File: config.mk
export PLATFORM = sky130hd
export DESIGN_NAME = dll_lock_seq
export DESIGN_NICKNAME = d
export VERILOG_FILES = /design/src/rtl/dls_pkg.sv /design/src/rtl/dls_cfg_latch.sv /design/src/rtl/dls_timer.sv /design/src/rtl/dls_clk_park.sv /design/src/rtl/dls_fsm.sv /design/src/rtl/dll_lock_seq.sv
export SDC_FILE = /design/constraint.sdc
export NUM_CORES = 1
export LEC_CHECK = 0
export BUFFER_PORTS_ARGS = -buffer_cell sky130_fd_sc_hd__buf_2
export CAP_MARGIN = 20
export CELL_PAD_IN_SITES_DETAIL_PLACEMENT = 1
export CELL_PAD_IN_SITES_GLOBAL_PLACEMENT = 2
export CORE_UTILIZATION = 29
export DETAILED_ROUTE_END_ITERATION = 6
export GPL_TIMING_DRIVEN = 0
export PLACE_DENSITY = 0.69
export REMOVE_ABC_BUFFERS = 1
export SYNTH_ARGS = -nofsm -noshare
export SYNTH_HDL_FRONTEND = slang
export SYNTH_SLANG_ARGS = --single-unit
File: constraint.sdc
create_clock -name clk -period 5.9 [get_ports clk]
set_input_delay 1.18 -clock clk [delete_from_list [all_inputs] [get_ports clk]]
set_output_delay 1.18 -clock clk [all_outputs]
set_load 0.03 [all_outputs]
File: src/rtl/dls_pkg.sv
package dls_pkg;

  typedef enum logic [2:0] {
    ST_IDLE      = 3'd0,
    ST_PWR_HOLD  = 3'd1,
    ST_RESET_ACT = 3'd2,
    ST_LOCK_WAIT = 3'd3,
    ST_READY     = 3'd4
  } dls_state_e;

  typedef enum logic {
    M_CLK_STOP = 1'b0,
    M_DLL_OFF  = 1'b1
  } dls_method_e;

  // Count fields carried through the configuration capture stage
  localparam int unsigned DLS_NUM_CNT = 3;
  localparam int unsigned IDX_PWR     = 0;
  localparam int unsigned IDX_ACT     = 1;
  localparam int unsigned IDX_LOCK    = 2;

endpackage

File: src/rtl/dls_cfg_latch.sv
// Captures the counts and method on a request; bypasses the new values in
// the capture cycle so the first phase loads without a one-cycle lag.
module dls_cfg_latch
  import dls_pkg::*;
#(
  parameter int unsigned CNT_W = 16
) (
  input  logic                                 clk,
  input  logic                                 rst_n,
  input  logic                                 capture,
  input  dls_method_e                          method_in,
  input  logic [DLS_NUM_CNT-1:0][CNT_W-1:0]    cnt_in,
  output dls_method_e                          method_eff,
  output dls_method_e                          method_q,
  output logic [DLS_NUM_CNT-1:0][CNT_W-1:0]    cnt_eff
);

  dls_method_e method_r;

  always_ff @(posedge clk or negedge rst_n) begin
    if (!rst_n) begin
      method_r <= M_CLK_STOP;
    end else if (capture) begin
      method_r <= method_in;
    end
  end

  assign method_eff = capture ? method_in : method_r;
  assign method_q   = method_r;

  for (genvar g = 0; g < DLS_NUM_CNT; g++) begin : g_field
    logic [CNT_W-1:0] field_q;

    always_ff @(posedge clk or negedge rst_n) begin
      if (!rst_n) begin
        field_q <= '0;
      end else if (capture) begin
        field_q <= cnt_in[g];
      end
    end

    assign cnt_eff[g] = capture ? cnt_in[g] : field_q;
  end

endmodule

File: src/rtl/dls_timer.sv
// Down counter for one sequence phase. It counts only while cnt_en is set;
// done fires on the last counted cycle. A load of 0 expires like a load of 1.
module dls_timer #(
  parameter int unsigned CNT_W = 16
) (
  input  logic             clk,
  input  logic             rst_n,
  input  logic             load,
  input  logic [CNT_W-1:0] load_val,
  input  logic             cnt_en,
  output logic             done
);

  logic [CNT_W-1:0] cnt_q;
  logic [CNT_W-1:0] cnt_d;

  always_comb begin
    done  = cnt_en && (cnt_q <= CNT_W'(1));
    cnt_d = cnt_q;
    if (load) begin
      cnt_d = load_val;
    end else if (cnt_en && (cnt_q != '0)) begin
      cnt_d = cnt_q - CNT_W'(1);
    end
  end

  always_ff @(posedge clk or negedge rst_n) begin
    if (!rst_n) begin
      cnt_q <= '0;
    end else begin
      cnt_q <= cnt_d;
    end
  end

endmodule

File: src/rtl/dls_clk_park.sv
// Registers the memory clock enable; a new value is taken only on an edge
// where the memory clock sits in its low phase, so the pair parks cleanly.
module dls_clk_park (
  input  logic clk,
  input  logic rst_n,
  input  logic en_req,
  input  logic phase_low,
  output logic en
);

  logic en_q;
  logic en_d;

  always_comb begin
    en_d = phase_low ? en_req : en_q;
  end

  always_ff @(posedge clk or negedge rst_n) begin
    if (!rst_n) begin
      en_q <= 1'b0;
    end else begin
      en_q <= en_d;
    end
  end

  assign en = en_q;

  a_r11_gate_on_low_phase: assert property (
    @(posedge clk) disable iff (!rst_n)
    !$stable(en_q) |-> $past(phase_low)
  ) else $error("R11: clock enable changed outside a low phase");

endmodule

File: src/rtl/dls_fsm.sv
module dls_fsm
  import dls_pkg::*;
#(
  parameter int unsigned CNT_W = 16
) (
  input  logic             clk,
  input  logic             rst_n,
  input  logic             start_req,
  input  dls_method_e      method_eff,
  input  dls_method_e      method_q,
  input  logic [CNT_W-1:0] pwr_eff,
  input  logic [CNT_W-1:0] act_eff,
  input  logic [CNT_W-1:0] lock_eff,
  input  logic             clk_en,
  input  logic             tmr_done,
  output logic             tmr_load,
  output logic [CNT_W-1:0] tmr_val,
  output logic             tmr_cnt_en,
  output logic             clk_en_req,
  output logic             dll_off_n,
  output logic             ready
);

  dls_state_e state_q;
  dls_state_e state_d;
  logic       restart;
  logic       dll_off_n_q;
  logic       dll_off_n_d;
  logic       ready_q;
  logic       ready_d;

  assign restart = start_req && (state_q != ST_IDLE);

  // Next state
  always_comb begin
    state_d = state_q;
    unique case (state_q)
      ST_IDLE:      if (start_req) state_d = ST_PWR_HOLD;
      ST_PWR_HOLD:  if (restart || tmr_done) state_d = ST_RESET_ACT;
      ST_RESET_ACT: begin
        if (restart)       state_d = ST_RESET_ACT;
        else if (tmr_done) state_d = ST_LOCK_WAIT;
      end
      ST_LOCK_WAIT: begin
        if (restart)       state_d = ST_RESET_ACT;
        else if (tmr_done) state_d = ST_READY;
      end
      ST_READY:     if (restart) state_d = ST_RESET_ACT;
      default:      state_d = ST_IDLE;
    endcase
  end

  // Timer control: reload on every phase entry and on a restart
  always_comb begin
    tmr_load = restart || (state_d != state_q);
    unique case (state_d)
      ST_PWR_HOLD:  tmr_val = pwr_eff;
      ST_RESET_ACT: tmr_val = act_eff;
      ST_LOCK_WAIT: tmr_val = lock_eff;
      default:      tmr_val = '0;
    endcase
  end

  // A phase counts only while its effect is really present at the pins
  always_comb begin
    unique case (state_q)
      ST_PWR_HOLD:  tmr_cnt_en = 1'b1;
      ST_RESET_ACT: tmr_cnt_en = (method_q == M_CLK_STOP) ? !clk_en : !dll_off_n_q;
      ST_LOCK_WAIT: tmr_cnt_en = clk_en && dll_off_n_q;
      default:      tmr_cnt_en = 1'b0;
    endcase
  end

  // Output decode from the next state
  always_comb begin
    unique case (state_d)
      ST_RESET_ACT: begin
        dll_off_n_d = (method_eff == M_CLK_STOP);
        clk_en_req  = (method_eff == M_DLL_OFF);
      end
      ST_LOCK_WAIT, ST_READY: begin
        dll_off_n_d = 1'b1;
        clk_en_req  = 1'b1;
      end
      default: begin
        dll_off_n_d = 1'b0;
        clk_en_req  = 1'b0;
      end
    endcase
    ready_d = (state_d == ST_READY);
  end

  always_ff @(posedge clk or negedge rst_n) begin
    if (!rst_n) begin
      state_q     <= ST_IDLE;
      dll_off_n_q <= 1'b0;
      ready_q     <= 1'b0;
    end else begin
      state_q     <= state_d;
      dll_off_n_q <= dll_off_n_d;
      ready_q     <= ready_d;
    end
  end

  assign dll_off_n = dll_off_n_q;
  assign ready     = ready_q;

  a_r2_hold_levels: assert property (
    @(posedge clk) disable iff (!rst_n)
    (state_q == ST_PWR_HOLD) |-> (!clk_en && !dll_off_n_q)
  ) else $error("R2: outputs not held low in power hold");

  a_r4_pin_low_in_action: assert property (
    @(posedge clk) disable iff (!rst_n)
    (state_q == ST_RESET_ACT && method_q == M_DLL_OFF) |-> !dll_off_n_q
  ) else $error("R4: DLL pin high during pulse action");

  a_r5_ready_needs_clock: assert property (
    @(posedge clk) disable iff (!rst_n)
    ready_q |-> (clk_en && dll_off_n_q)
  ) else $error("R5: ready without running clock and enabled DLL");

  a_r6_ready_drop: assert property (
    @(posedge clk) disable iff (!rst_n)
    start_req |=> !ready_q
  ) else $error("R6: ready still high after request");

  a_r8_restart_to_action: assert property (
    @(posedge clk) disable iff (!rst_n)
    (start_req && state_q != ST_IDLE) |=> (state_q == ST_RESET_ACT)
  ) else $error("R8: request did not restart at the reset action");

endmodule

File: src/rtl/dll_lock_seq.sv
module dll_lock_seq
  import dls_pkg::*;
#(
  parameter int unsigned CNT_W = 16
) (
  input  logic             clk,
  input  logic             rst_n,
  input  logic             start_req,
  input  logic             method_sel,
  input  logic             phase_low,
  input  logic [CNT_W-1:0] pwr_cycles,
  input  logic [CNT_W-1:0] act_cycles,
  input  logic [CNT_W-1:0] lock_cycles,
  output logic             mem_clk_en,
  output logic             dll_off_n,
  output logic             ready
);

  logic [DLS_NUM_CNT-1:0][CNT_W-1:0] cnt_in;
  logic [DLS_NUM_CNT-1:0][CNT_W-1:0] cnt_eff;
  dls_method_e method_eff;
  dls_method_e method_q;
  logic        tmr_load;
  logic [CNT_W-1:0] tmr_val;
  logic        tmr_cnt_en;
  logic        tmr_done;
  logic        clk_en_req;
  logic        clk_en;

  assign cnt_in[IDX_PWR]  = pwr_cycles;
  assign cnt_in[IDX_ACT]  = act_cycles;
  assign cnt_in[IDX_LOCK] = lock_cycles;

  dls_cfg_latch #(.CNT_W(CNT_W)) i_cfg (
    .clk        (clk),
    .rst_n      (rst_n),
    .capture    (start_req),
    .method_in  (dls_method_e'(method_sel)),
    .cnt_in     (cnt_in),
    .method_eff (method_eff),
    .method_q   (method_q),
    .cnt_eff    (cnt_eff)
  );

  dls_fsm #(.CNT_W(CNT_W)) i_fsm (
    .clk        (clk),
    .rst_n      (rst_n),
    .start_req  (start_req),
    .method_eff (method_eff),
    .method_q   (method_q),
    .pwr_eff    (cnt_eff[IDX_PWR]),
    .act_eff    (cnt_eff[IDX_ACT]),
    .lock_eff   (cnt_eff[IDX_LOCK]),
    .clk_en     (clk_en),
    .tmr_done   (tmr_done),
    .tmr_load   (tmr_load),
    .tmr_val    (tmr_val),
    .tmr_cnt_en (tmr_cnt_en),
    .clk_en_req (clk_en_req),
    .dll_off_n  (dll_off_n),
    .ready      (ready)
  );

  dls_timer #(.CNT_W(CNT_W)) i_timer (
    .clk      (clk),
    .rst_n    (rst_n),
    .load     (tmr_load),
    .load_val (tmr_val),
    .cnt_en   (tmr_cnt_en),
    .done     (tmr_done)
  );

  dls_clk_park i_park (
    .clk       (clk),
    .rst_n     (rst_n),
    .en_req    (clk_en_req),
    .phase_low (phase_low),
    .en        (clk_en)
  );

  assign mem_clk_en = clk_en;

endmodule

### Yosys cells after proc, flatten, opt, wreduce, memory -nomap -nowiden

Index checks and enable logic that the tools add are counted.
Widths: inputs -> output; s select.

| operators by class | value |
|---|---|
| bitwise operators | 1 |
| multiplexer cells | 19 |
| $add $sub $neg | 1 |
| eq/ne operators | 9 |
| multipliers | 0 |
| divide/modulo/power cells | 0 |
| reduce and logical (&&, ||, !) cells | 13 |
| shift operators | 0 |
| order comparisons | 1 |

Operators by type and width:

| kind | number |
|---|---|
| $mux 16 | 5 |
| $pmux 16 s3 | 1 |
| $mux 3 | 7 |
| $le 16x1->1 const B | 1 |
| $reduce_bool 16->1 | 1 |
| $sub 16x1->16 const B | 1 |
| $pmux 3 s5 | 1 |
| $eq 3x2->1 const B | 4 |
| $eq 3x1->1 const B | 2 |
| $eq 3x3->1 const B | 2 |
| $logic_and 1x1->1 | 4 |
| $pmux 1 s2 | 2 |
| $logic_not 3->1 | 1 |
| $ne 3x3->1 | 1 |
| $pmux 1 s3 | 1 |
| $reduce_bool 3->1 | 1 |
| $logic_not 1->1 | 2 |
| $logic_or 1x1->1 | 2 |
| $mux 1 | 2 |
| $reduce_bool 2->1 | 1 |
| $reduce_or 2->1 | 1 |
| $not 1->1 | 1 |

| word-level totals | value |
|---|---|
| input port bits | 53 |
| register bits | 71 |
| output and inout bits | 3 |
| logic and storage cells | 53 |
| memory bits (read-only) | 0 |
| memories kept | 0 |
| bits in latches | 0 |
| memory bits (writable) | 0 |

### Logic depth before layout (Yosys ltp)

Gate-level depths: netlist (run 1).

| logic depth | value |
|---|---|
| word-level depth | 10 |
| gate-level depth with buffers | 9 |
| depth with buffers taken out | 7 |

### Modules after synthesis

From an unflattened synthesis (run 1), not the netlist that was laid out.

| second synthesis, totals | value |
|---|---|
| cells, all modules | 347 |
| area total of the unflattened synthesis | 3890.0 um^2 |

By module, submodules not included:

| module | cells each | sequential area each (um^2) | times used | area an instance (um^2) |
|---|---|---|---|---|
| dls_cfg_latch | 103 | 1226.2 | 1 | 1864.3 |
| dls_timer | 124 | 400.4 | 1 | 1128.6 |
| dls_fsm | 118 | 125.1 | 1 | 857.1 |
| dls_clk_park | 2 | 25.0 | 1 | 40.0 |

### Worst setup path after synthesis (run 1)

Ideal clock, no wire load.

| timing | value |
|---|---|
| path kind | input port to flip-flop |
| start point | input port start_req |
| end point | register i_timer.cnt_q[10] |
| setup slack | 3.030 ns |
| stages on the path | 8 |
| path buffers | 3 |
| library setup time | 0.138 ns |
| arrival time | 2.732 ns |
| required time | 5.762 ns |
| cell sequence | clkbuf_1 -> inv_1 -> clkbuf_1 -> nor2_1 -> o21ai_0 -> a21boi_1 -> clkbuf_1 -> o22ai_1 |

| on the way | value |
|---|---|
| word-level cells in the longest chain between the ends | 7 |
| elaborated cells on any way between the ends | 19 |
| those cells by class | 4 x eq/ne; 11 x mux; 4 x reduce/logical |

Ends and longest elaborated chain:

| item | line | source |
|---|---|---|
| from (decl) | dll_lock_seq.sv:8 | `input logic start_req,` |
| $logic_and 1x1->1 | dls_fsm.sv:32 | `assign restart = start_req && (state_q != ST_IDLE);` |
| $logic_or 1x1->1 | dls_fsm.sv:39 | `ST_PWR_HOLD: if (restart \|\| tmr_done) state_d = ST_RESET_ACT;` |
| $mux 3 | dls_fsm.sv:39 |  |
| $pmux 3 s5 | dls_fsm.sv:37 | `unique case (state_q)` |
| $eq 3x2->1, or another cell as far along | dls_fsm.sv:56 | `unique case (state_d)` |
| $pmux 16 s3 / $logic_or 1x1->1 (equally long branches) | dls_fsm.sv:56, dls_fsm.sv:55 |  |
| $mux 16 / $reduce_bool 2->1 (equally long branches) | n/a |  |
| to (signal assigned) | dls_timer.sv:31 | `cnt_q <= cnt_d;` |
| to (decl) | dls_timer.sv:14 | `logic [CNT_W-1:0] cnt_q;` |

Parallel ways exist; a longest one is shown, timed or not.
A chain may end at the register's enable or synchronous reset.

### Worst setup path after layout (run 1)

| timing | value |
|---|---|
| start point | input port start_req |
| end point | register i_timer.cnt_q[5] |

Same word-level chain as after synthesis.

==> results.md, run 1 <==
- The flow ran to the end, and the final reports show no timing, DRC or antenna violations.
- The overall via count from detail_route is 3,227.
- The path class of the tightest hold or removal check is reg2reg.
- The register bit total from synthesis is slightly above 70.
- The number of placed instances, taps included, is 611.
- Summed over all nets, the half-perimeter wirelength after detailed placement is 7.037 mm.
- The number of global-route vias before repair is between 3,000 and 4,000.
- During placement, the flow inserted port buffers numbering between 50 and 60.
- The slew at the pin closest to its max-slew limit is 0.8774 ns.
- Cells with a size suffix above 1 make up about 28% of the layout.
- The maximum clock frequency is approximately 290 MHz.
- The first detailed-routing pass ran for 4 iterations.
- The count of cells in the finished layout, fillers not included, comes to between 600 and 700.
- The die is about 120 um tall.
- The clock arrives with roughly 0.0065 ns of skew.
- The H-tree depth reported by CTS is 3.
- Of the available clock period, the critical path in the final layout requires between 50% and 60%.
- The utilization after layout is a little over a third.
- The detail route stage leaves a number of antenna-violating nets equal to 0.
- The pin count of the biggest net entering global routing is around 50.
- TritonCTS built the clock tree.
- The endpoint type of the worst setup path is a flop.
- The critical path's slowest cell is inv_1.
- The number of antenna diodes is 0.
- The setup slack of the most critical reg-to-reg path is 2.65 ns.
- Across all hold checks on the routed design, the worst slack comes to approximately 0.46 ns.
- The startpoint of the lowest-slack register-to-register path is i_fsm.state_q[2]$_DFF_PN0_.
- Pin placement for this block handled between 50 and 60 I/O pins.
- The total track usage is around 17%.
- The synthesized netlist cell count is approximately 400.
- The number of hold violations in the final report was 0.
- For the worst setup path, the data required time is slightly above 6 ns.
- The global-route wire length before repair is ~18 mm.
- In this run, distinct cell masters in the synthesized netlist total 47.
- The initial antenna violation count is 0.
- The leakage power total is 1.982 nW.
- The max-capacitance violation count is 0.
- From synthesis to final layout, the design area changed by 19.08%.
- Post-CTS repair changed the size of 0 cells.
- Across the VDD grid, the largest voltage drop is between 0.1 and 0.15 mV.
- The signal on the critical path passes through buf_2, inv_1, nand4_1, mux2i_2, buf_8, a221oi_1, o22ai_1.
- The final layout contains routed wiring with a total length of between 10 and 15 mm.
- The synthesis warning total is 0.
- Row generation in the floorplan step produced between 40 and 50 rows.
- The routed via count divided by cell count is between 5 and 6.
- The worst path in the final design needs a cycle of around 3.5 ns, including I/O delays and setup.
- The count of final max-slew check failures was 0.
- The worst max-slew margin expressed relative to the limit is between 40 and 50%.
- The core outline area is approximately 0.013 mm2.
- Measured in cells, the most critical reg-to-reg path has a length of 7.
- The launch instance of the worst min-delay path is i_cfg.g_field[0].field_q[15]$_DFF_PN0_.
- In this design, the stage delay of the slowest critical-path cell is approximately 0.77 ns.
- The initial utilization of the core area, before any placement, comes to slightly below 30%.
- The maximum fanout along the worst path is 34.
- The critical path in this run is classified as in2reg.
- Setup repair after global routing left no endpoint under its margin.
- The post-CTS clock slew at the launch and capture registers of the worst setup and hold paths is roughly 0.060 ns.
- Post-CTS timing repair inserted 0 buffers for setup.
- After clock tree synthesis, the flow added hold-fix buffers numbering 0.
- The total standard cell area after synthesis is slightly below 0.004 mm2.
- After filler insertion, the fill cell instance count of the layout stands at 1,536.
- The floorplan step set the die width to 118.8 um.
- The tree is rooted in a clkbuf_16.
- Setup violations remaining at the end of the flow were counted as 0.
- The average wire per standard cell is 17.27 um.
- The startpoint type of the worst setup path is an input pin.
- The post-route DRC violation count is 0.
- The global placement routability congestion is 0.7407.
- For this design, the sink count on the clock tree is slightly above 70.
- For the worst setup path, the data arrival time is 3.70 ns.
- The leftover overflow at the end of global routing is 0.
- Overall power consumption after layout is estimated at 1.536 mW.
- In the final timing run, aggregate negative setup slack is 0 ns.
- Dividing total power by cell area gives a power density of about 330 mW/mm2.
- The worst-case hold path end point is i_cfg.g_field[0].field_q[15]$_DFF_PN0_.
- The clock passes through at most 2 buffers.
- The number of DRC markers in iteration 0 is approximately 130.
- The count of nets after finishing is between 500 and 600.
- The post-synthesis sequential area ratio is about 45%.
- TritonCTS created 9 clock buffers.
- The latest clock arrival within the worst-skew pair is between 0.3 and 0.4 ns.
- The floorplan step defined a die boundary enclosing approximately 0.014 mm2.
- In this run the mean area of a mapped cell was 9.835 um2.
- The worst flop-to-flop path endpoint is i_timer.cnt_q[5]$_DFFE_PN0P_.
- The worst hold path was traced through 2 stages.
cell type report:
type,instances,area [um2],area share (%)
flip-flops and latches,71,1778,37.76
repair buffers,60,366.6,7.786
multi-input cells,294,2014,42.78
clock inverters,4,45.04,0.9567
inverters,10,37.54,0.7972
clock buffers,12,246.5,5.235
well taps,176,220.2,4.677
metrics by stage:
stage	instance area, um2	worst slack (ns)
floorplan	3829	2.830
global placement	4324	1.309
detailed placement	4417	2.097
CTS	4708	2.460
global route	4708	2.252
finish	4708	2.447
cell usage in the layout, fill, tap and decap left out, types with 8 or more instances in the layout:
cell type	instances
nand2_1	55
mux2i_1	17
and3_1	17
buf_2	54
clkbuf_16	9
nor2_1	32
dfrtp_1	70
mux2_2	33
inv_1	9
o21ai_0	36
o22ai_1	18
a21oi_1	8
a221oi_2	10
xnor2_1	13
power by group:
| part | switching, mW | internal [mW] |
|---|---|---|
| logic | 0.204 | 0.172 |
| registers | 0.0563 | 0.557 |
| clock network | 0.209 | 0.337 |
state kept, by name, indices dropped and copies added, names as in the netlist:
register,cells
i_cfg.g_field.field_q,48
i_cfg.method_q,1
i_fsm.dll_off_n,1
i_fsm.ready,1
i_fsm.state_q,3
i_park.en,1
i_timer.cnt_q,16
worst max-delay path, delay by kind of cell:
family                 cells  cell delay (ns)
AO/OA/AOI/OAI              2             0.24
AND/OR/NAND/NOR            1             0.20
buffers and inverters      3             1.35
multiplexers               1             0.69
worst max path at each step:
stage | endpoint | startpoint
6_report | i_timer.cnt_q[5]$_DFFE_PN0P_ | start_req
5_1_grt | i_timer.cnt_q[5]$_DFFE_PN0P_ | start_req
4_1_cts | i_timer.cnt_q[5]$_DFFE_PN0P_ | start_req
3_5_place_dp | i_timer.cnt_q[5]$_DFFE_PN0P_ | start_req
3_3_place_gp | i_timer.cnt_q[0]$_DFFE_PN0P_ | start_req
2_1_floorplan | i_timer.cnt_q[0]$_DFFE_PN0P_ | i_fsm.state_q[2]$_DFF_PN0_
metal layers:
metal / track usage, % / vias up / routed length (um)
li1: - / 1544 / -
met1: 22.79 / 1602 / 5434
met2: 25.04 / 63 / 4818
met3: 3.137 / 18 / 307
met4: 7.753 / 0 / 266
met5: 0 / - / 0
cell usage after synthesis, drive strengths merged:
master  count  share of area [%]
or3b        1               0.28
a21oi       8                1.0
clkbuf     18                1.7
nor3        6               0.76
dfrtp      71                 45
xnor2      13                2.9
nand4       4               0.63
a221oi     17                5.3
o21ai      38                4.8
o31ai       1               0.19
nand3       3               0.38
and3       17                2.7
mux2i      19                5.0
a311o       1               0.25
a222oi      1               0.25
ha          3               0.95
o21a        1               0.19
inv         9               0.85
a31oi       1               0.16
a21o        1               0.19
mux2       34                9.7
nor2b       1               0.16
o211a       1               0.25
clkinv      1              0.095
nor4        4               0.63
nor2       33                3.2
o211ai      1               0.19
buf         9                1.5
a21boi      2               0.38
o32ai       1               0.70
or4         4               0.85
nand2      55                5.2
a211oi      1               0.19
o22ai      18                2.8
or3         1               0.16
o21bai      1               0.19
or2         2               0.32
cell families (layout without fill, tap and decap cells):
family,Yosys count,count (layout),synth area share (%)
simple gates,131,131,15.29
compound gates,94,94,17.15
mux,53,53,14.68
buf+inv,37,86,4.113
flops,71,71,44.94
fa+ha+maj,3,3,0.9495
xor+xnor,13,13,2.880
Note: power is estimated with default switching activity, not from simulation.
==> inputs of run 2 (changes only) <==
ABC_AREA = 1   (was unset)
PLACE_DENSITY = 0.76   (was 0.69)
clock period = 2.8 ns   (was 5.9 ns; I/O delays follow)
==> results.md, run 2 <==
- The flow ran to the end, and the final reports show no timing, DRC or antenna violations.
- The peak ir drop on the vdd network is 0.3973 mV (+180%).
- The overall via count from detail_route was 3,568 (+11%).
- The number of global-route vias before repair was 3,857 (+12%).
- The routed via count divided by cell count is 4.822 (-6.3%).
- STA classifies the critical path endpoint as a flop.
- The number of cells on the critical path is 15 (+8).
- The global-route wire length before repair is 19.04 mm (+5.2%).
- The dominant cell by count in the synthesized netlist is nand2_1.
- The synthesis warning total is 0 (unchanged).
- The leakage power total is 2.306 nW (+16%).
- The most repeated library cell on the critical path is nand2_8.
- The global placement routability congestion is 0.8037 (+8.5%).
- The post-CTS clock slew at the launch and capture registers of the worst setup and hold paths came to 0.06 ns (about the same).
- The time the worst path needs with I/O delays and setup is 2.601 ns.
- Sorting the synthesized cells by area gives the leading types as dfrtp_1 44%, nand2_1 19%, nand3_1 7.7%.
- The power density normalized to cell area is 996.8 mW/mm2 (+210%).
- The instance area after placement is 0.004422 mm2 (+0.11%).
- The worst max-slew margin expressed relative to the limit came to 53.41% (+12 points).
- The largest registers in the layout are i_cfg.g_field.field_q x48, i_timer.cnt_q x16, i_fsm.state_q x3.
- The met1 track demand over resource is 21.76% (-1.0 points).
- The fraction of final layout cells sized beyond drive strength 1 is 22.34% (-5.4 points).
- Among all stages on the critical path, the largest delay is contributed by dfrtp_1.
- For this run, the top clock speed supported by timing is about 380 MHz.
- The number of antenna-violating nets in the routed design is 0 (unchanged).
- The number of antenna diodes was 0 (unchanged).
- The TritonCTS clock tree is built.
- The floorplan row count was 42 (unchanged).
- The cell depth of the worst flop-to-flop path is 15 (+8).
- The gate family responsible for the most delay along the worst path is simple AND/OR/NAND/NOR gates.
- The latest clock arrival within the worst-skew pair was 0.34 ns (about the same).
- The root buffer selected by CTS is clkbuf_16.
- The fraction of registers with async set or reset after synthesis is 100.0% (unchanged).
- The count of endpoints failing setup in the final report is 0 (unchanged).
- The number of DRC markers in iteration 0 is 210 (+63%).
- The top cell types in the final layout, fill and taps aside, are 200 x nand2_1, 71 x dfrtp_1, 62 x nand3_1, 53 x buf_2, 28 x nor2_1.
- The maximum fanout along the worst path is 24 (-29%).
- The critical path data required time is 3.02 ns (-3.12 ns).
- The die extent in y is 119.8 um (+0.88%).
- The worst slack after detailed placement is -0.9089 ns (-3.006 ns).
- The core outline area is 0.01340 mm2 (+0.79%).
- The post-route DRC violation count came to 0 (unchanged).
- The critical path is of the reg2reg type.
- In the synthesized netlist, the cells that appear most often are 200 x nand2_1, 71 x dfrtp_1, 62 x nand3_1.
- The number of buffers inserted by hold repair at cts is 0 (unchanged).
- The final critical path takes up about 93% of the cycle.
- The initial antenna violation count was 0 (unchanged).
- The critical path ends at i_timer.cnt_q[5]$_DFFE_PN0P_.
- The initial core utilization is 30.04% (+0.30 points).
- The summed negative setup slack over all endpoints is 0 ns (unchanged).
- The largest clock skew in the final design is 0.005615 ns (-0.0008640 ns).
- Relative to the synthesized area, the layout overhead comes to 18.56%.
- The pin count of the biggest net entering global routing is 55 (+7.8%).
- The slew at the pin closest to its max-slew limit is 0.6972 ns (-0.1803 ns).
- The met2 usage in global routing is 28.32% (+3.3 points).
- The per-instance average area after synthesis is 7.831 um2 (-20%).
- The count of flip-flops with a built-in enable after synthesis is 0 (unchanged).
- The most common library cell in the layout ignoring fill and taps is nand2_1.
- The number of buffer and inverter instances along the worst setup path is 2 (-1).
- The H-tree depth reported by CTS was 3 (unchanged).
- The worst flop-to-flop path endpoint is i_timer.cnt_q[5]$_DFFE_PN0P_.
- The leftover overflow at the end of global routing is 0 (unchanged).
- The register name with the most flops is i_cfg.g_field.field_q.
- The register bit total from synthesis was 71 (unchanged).
- The TritonCTS buffer count is 9 (unchanged).
- Of all cell types, the one taking the most synthesized area is dfrtp_1.
- The setup slack of the most critical reg-to-reg path came to 0.20 ns (-2.45 ns).
- The count of final max-slew check failures came to 0 (unchanged).
- The worst-case clock buffer depth is 2 (unchanged).
- Tracing the worst setup path back leads to its startpoint at i_fsm.state_q[2]$_DFF_PN0_.
- The count of different cell masters after synthesis is 33 (-30%).
- The number of hold violations in the final report is 0 (unchanged).
- Among all flip-flop cells after synthesis, the most frequent one is dfrtp_1.
- The detailed-route wire length is 10.98 mm (+1.4%).
- The number of detailed-route iterations in the first pass is 4 (unchanged).
- The area of the die is 0.01435 mm2 (+1.8%).
- The average wire per standard cell was 14.84 um (-14%).
- The final worst slack is 0.1993 ns (-2.248 ns).
- The number of sinks on the clock net was 71 (unchanged).
- The synthesized netlist cell count was 514 (+28%).
- The share of the synthesized area in the top cell type is 44.14% (-0.80 points).
- The total standard cell area after synthesis is 0.004025 mm2 (+1.8%).
- The quantity of I/O buffers inserted on ports is 55 (unchanged).
- The data arrival time of the critical path is 2.82 ns (-0.88 ns).
- The global routing usage on met3 is 3.375% (+0.24 points).
- The max-capacitance violation count came to 0 (unchanged).
- The layer with the highest usage after global routing is met2.
- The die boundary width is 119.8 um (+0.88%).
- The count of nets after finishing came to 617 (+23%).
- The final standard cell area without fillers is 0.004772 mm2 (+1.4%).
- Walking the worst path, the cells encountered are inv_6, nand3b_1, nand2_1, nand2_2, nand2_4, nand3_2, nand3_4, nand2_8, nand2_8, nand2_4, nand2_8, nand3_4, buf_12, nor2_1, a21oi_1.
- The flip-flop count of the largest register, all copies and words added is 48 (unchanged).
- STA classifies the critical path startpoint as a flop.
- The classification of the worst-slack hold path is in2async.
- The utilization after layout is 35.61% (+0.20 points).
- The post-synthesis sequential area ratio is 44.14% (-0.80 points).
- The critical path's largest stage delay is 0.49 ns (-0.28 ns).
- The I/O pin total is 56 (unchanged).
- The final HPWL from detailed placement came to 7.100 mm (+0.90%).
- The startpoint identified for the worst register-to-register timing path is i_fsm.state_q[2]$_DFF_PN0_.
- The total track usage came to 16.84% (+0.25 points).
## run 2: per-layer routing
metal / wire length, um / share of wire, % / vias to the layer above
met4: 125 / 1.1 / 0
met2: 5154 / 47 / 59
met5: 0 / 0 / -
met3: 368 / 3.4 / 9
li1: - / - / 1782
met1: 5328 / 49 / 1718
## run 2: what timing repair did
item,CTS,global route
setup endpoints to repair,17,18
pin swaps,0,1
setup buffers,0,5
hold endpoints to repair,0,0
gates resized for setup,4,4
## run 2: cell families after synthesis
family / Yosys count / share of synthesized area (%)
XOR/XNOR: 13 / 2.829
AND/OR/NAND/NOR: 346 / 40.04
adder cells (fa/ha/maj): 3 / 0.9326
buffers and inverters: 41 / 4.725
flip-flops: 71 / 44.14
AO/OA/AOI/OAI: 40 / 7.336
## run 2: stage by stage
stage          hold WS (ns)  std cells  total power [mW]
3_3_place_gp         0.4519        720             3.538
2_1_floorplan        0.2644        489             3.004
6_report             0.1340        740             4.757
4_1_cts              0.1303        735             4.713
3_5_place_dp         0.4584        721             3.611
5_1_grt              0.1489        740             5.125
## run 2: cell type report
class	count	area, um2
Multi-Input combinational cell	402	2082
Clock inverter	1	5.005
Timing Repair Buffer	61	357.8
Sequential cell	71	1777
Tap cell	176	220.2
Inverter	16	70.07
Fill cell	1653	8628
Clock buffer	13	260.3
## run 2: power breakdown
part	internal [mW]	leakage (nW)	switching (mW)	total (mW)
registers	1.24	0.874	0.215	1.45
clock network	0.637	0.132	0.428	1.06
logic	0.798	1.30	1.44	2.24
## run 2: worst min-delay path by stage
stage	end	slack, ns	depth (start not counted)
after floorplan	i_cfg.g_field[0].field_q[0]$_DFF_PN0_	0.26	0
after global placement	i_cfg.g_field[0].field_q[1]$_DFF_PN0_	0.45	2
after detailed placement	i_cfg.g_field[0].field_q[9]$_DFF_PN0_	0.46	2
after CTS	i_timer.cnt_q[15]$_DFFE_PN0P_	0.13	1
after global routing	i_timer.cnt_q[15]$_DFFE_PN0P_	0.15	1
final	i_cfg.g_field[2].field_q[3]$_DFF_PN0_	0.13	1
==> inputs of run 3 (changes only) <==
ABC_AREA = unset   (was 1)
PLACE_DENSITY = 0.72   (was 0.76)
==> results.md, run 3 (same netlist as run 1, synthesis figures left out) <==
- The area of the die is 0.01411 mm2 (-1.7%).
- The maximum clock frequency is 374.4 MHz (-2.6%).
- The initial core utilization came to 29.74% (-0.30 points).
- The critical path's largest stage delay is 0.69 ns (+0.20 ns).
- The latest clock arrival within the worst-skew pair is 0.34 ns (about the same).
- Setup repair after global routing left no endpoint under its margin.
- The time the worst path needs with I/O delays and setup was 2.671 ns (+0.07034 ns).
- The worst max-slew margin expressed relative to the limit is 53.34% (-0.070 points).
- The classification of the worst-slack hold path is in2async.
- The leftover overflow at the end of global routing is 0 (unchanged).
- The count of endpoints failing setup in the final report was 0 (unchanged).
- The number of detailed-route iterations in the first pass came to 4 (unchanged).
- The signed area change from the synthesized netlist to the final layout is 21.65%.
- The max-capacitance violation count was 0 (unchanged).
- The total track usage is 16.61% (-0.22 points).
- The worst-case clock buffer depth is 2 (unchanged).
- The number of global-route vias before repair is 3,613 (-6.3%).
- The total chip power is 3.292 mW (-31%).
- The kind of critical path is reg2reg.
- The leakage power total is 1.995 nW (-13%).
- The largest clock skew in the final design is 0.006678 ns (+0.001063 ns).
- The most common library cell in the layout ignoring fill and taps is dfrtp_1.
- The data arrival time of the critical path was 2.87 ns (+0.05 ns).
- Walking the worst path, the cells encountered are or3b_4, o32ai_4, and3_4, mux2i_4, buf_8, a221oi_1, o22ai_1.
- The pin count of the biggest net entering global routing is 42 (-24%).
- The core outline area came to 0.01330 mm2 (-0.78%).
- The H-tree depth reported by CTS was 3 (unchanged).
- The global placement routability congestion is 0.7584 (-5.6%).
- The TritonCTS buffer count is 9 (unchanged).
- In the final layout, the registers with the most flip-flops are i_cfg.g_field.field_q x48, i_timer.cnt_q x16, i_fsm.state_q x3.
- Among all stages on the critical path, the largest delay is contributed by dfrtp_4.
- The count of nets after finishing is 508 (-18%).
- The die boundary width is 118.8 um (-0.87%).
- The number of antenna diodes is 0 (unchanged).
- The cell depth of the worst flop-to-flop path is 7 (-8).
- The area occupied by registers is 0.001782 mm2 (+0.28%).
- The floorplan row count came to 42 (unchanged).
- The root buffer selected by CTS is clkbuf_16.
- The number of hold violations in the final report was 0 (unchanged).
- The number of sinks on the clock net is 71 (unchanged).
- The count of final max-slew check failures is 0 (unchanged).
- The endpoint type of the worst setup path is a flop.
- The number of fillers in the final layout is 1,525 (-7.7%).
- The fraction of final layout cells sized beyond drive strength 1 is 30.20% (+7.9 points).
- The summed negative setup slack over all endpoints is 0 ns (unchanged).
- The quantity of I/O buffers inserted on ports came to 55 (unchanged).
- The critical path data required time was 3.00 ns (-0.02 ns).
- STA classifies the critical path startpoint as a flop.
- The area of the multi-input gates came to 0.002044 mm2 (-1.8%).
- The final-layout worst hold slack is 0.1709 ns (+0.03684 ns).
- The worst flop-to-flop path endpoint is i_timer.cnt_q[4]$_DFFE_PN0P_.
- The post-CTS clock slew at the launch and capture registers of the worst setup and hold paths was 0.06 ns (about the same).
- The utilization after layout is 36.18% (+0.56 points).
- The slew at the pin closest to its max-slew limit is 0.6961 ns (-0.001083 ns).
- Leaving out fill and tap cells, the most frequent cells in the layout are 69 x dfrtp_1, 54 x nand2_1, 53 x buf_2, 36 x o21ai_0, 33 x mux2_2.
- The peak ir drop on the vdd network is 0.2337 mV (-41%).
- The post-route DRC violation count is 0 (unchanged).
- The worst register-to-register path begins at i_fsm.state_q[2]$_DFF_PN0_.
- The overall via count from detail_route is 3,266 (-8.5%).
- The global-route wire length before repair came to 18.37 mm (-3.5%).
- TritonCTS built the clock tree.
- The number of antenna-violating nets in the routed design is 0 (unchanged).
- The final HPWL from detailed placement is 7.184 mm (+1.2%).
- The routed via count divided by cell count came to 5.160 (+7.0%).
- The detailed-route wire length is 11.05 mm (+0.63%).
- The maximum fanout along the worst path came to 29 (+21%).
- The number of DRC markers in iteration 0 is 109 (-48%).
- The run finished with clean final reports.
- The I/O pin total came to 56 (unchanged).
- The average wire per standard cell is 17.45 um (+18%).
- The flip-flop count of the largest register, all copies and words added is 48 (unchanged).
- The die extent in y is 118.8 um (-0.87%).
- The power density normalized to cell area is 684.5 mW/mm2 (-31%).
- i_cfg.g_field.field_q holds more flip-flops than any other register.
- The initial antenna violation count is 0 (unchanged).
- The post-route clock period utilization came to 95.39% (+2.5 points).
- The setup slack of the most critical reg-to-reg path is 0.13 ns (-0.07 ns).
## run 3: through the flow
step	worst slack, ns	instance area [um2]	instances
after global placement	-1.303	4324	606
after global routing	0.005586	4810	633
after floorplan	-0.2701	3829	375
after detailed placement	-0.5605	4417	611
after CTS	0.03642	4757	628
final	0.1290	4810	633
## run 3: final cells by class
type,instances,area share (%)
Multi-Input combinational cell,294,42.51
Sequential cell,71,37.04
Timing Repair Buffer,64,8.559
Clock buffer,13,5.203
Tap cell,176,4.579
Inverter,10,1.015
Clock inverter,3,0.8845
Timing Repair inverter,2,0.2081
## run 3: critical path, delay by kind of cell, from the launching register on
kind / cells / cell delay [ns]
simple gates: 2 / 0.84
compound gates: 3 / 0.70
flops: 1 / 0.69
buf+inv: 1 / 0.19
mux: 1 / 0.11
## run 3: worst max-delay path by stage
stage / slack, ns / depth (start not counted) / start / to
after floorplan: -0.27 / 6 / i_fsm.state_q[2]$_DFF_PN0_ / i_timer.cnt_q[0]$_DFFE_PN0P_
after global placement: -1.30 / 6 / i_fsm.state_q[2]$_DFF_PN0_ / i_timer.cnt_q[4]$_DFFE_PN0P_
after detailed placement: -0.56 / 8 / start_req / i_timer.cnt_q[4]$_DFFE_PN0P_
after CTS: 0.04 / 7 / i_fsm.state_q[2]$_DFF_PN0_ / i_timer.cnt_q[4]$_DFFE_PN0P_
after global routing: 0.006 / 7 / i_fsm.state_q[2]$_DFF_PN0_ / i_timer.cnt_q[4]$_DFFE_PN0P_
final: 0.13 / 7 / i_fsm.state_q[2]$_DFF_PN0_ / i_timer.cnt_q[4]$_DFFE_PN0P_
## run 3: layer usage
layer,vias up,GRT usage [%],wire [um]
met2,48,26.35,5199
met1,1656,22.08,5311
met5,-,0,0
met4,0,7.120,211
met3,16,3.041,323
li1,1546,-,-
## run 3: what timing repair did
action	4_1_cts	5_1_grt
gates resized for setup	8	5
hold buffers	0	0
setup endpoints to repair	16	16
pin swaps	0	1
cloned	0	2
setup buffers	1	3
## run 3: power by group
part           internal (mW)  switching (mW)  leakage [nW]
clock network          0.713           0.433         0.140
registers               1.18           0.121         0.842
logic                  0.398           0.450          1.01
total                   2.29            1.00          2.00
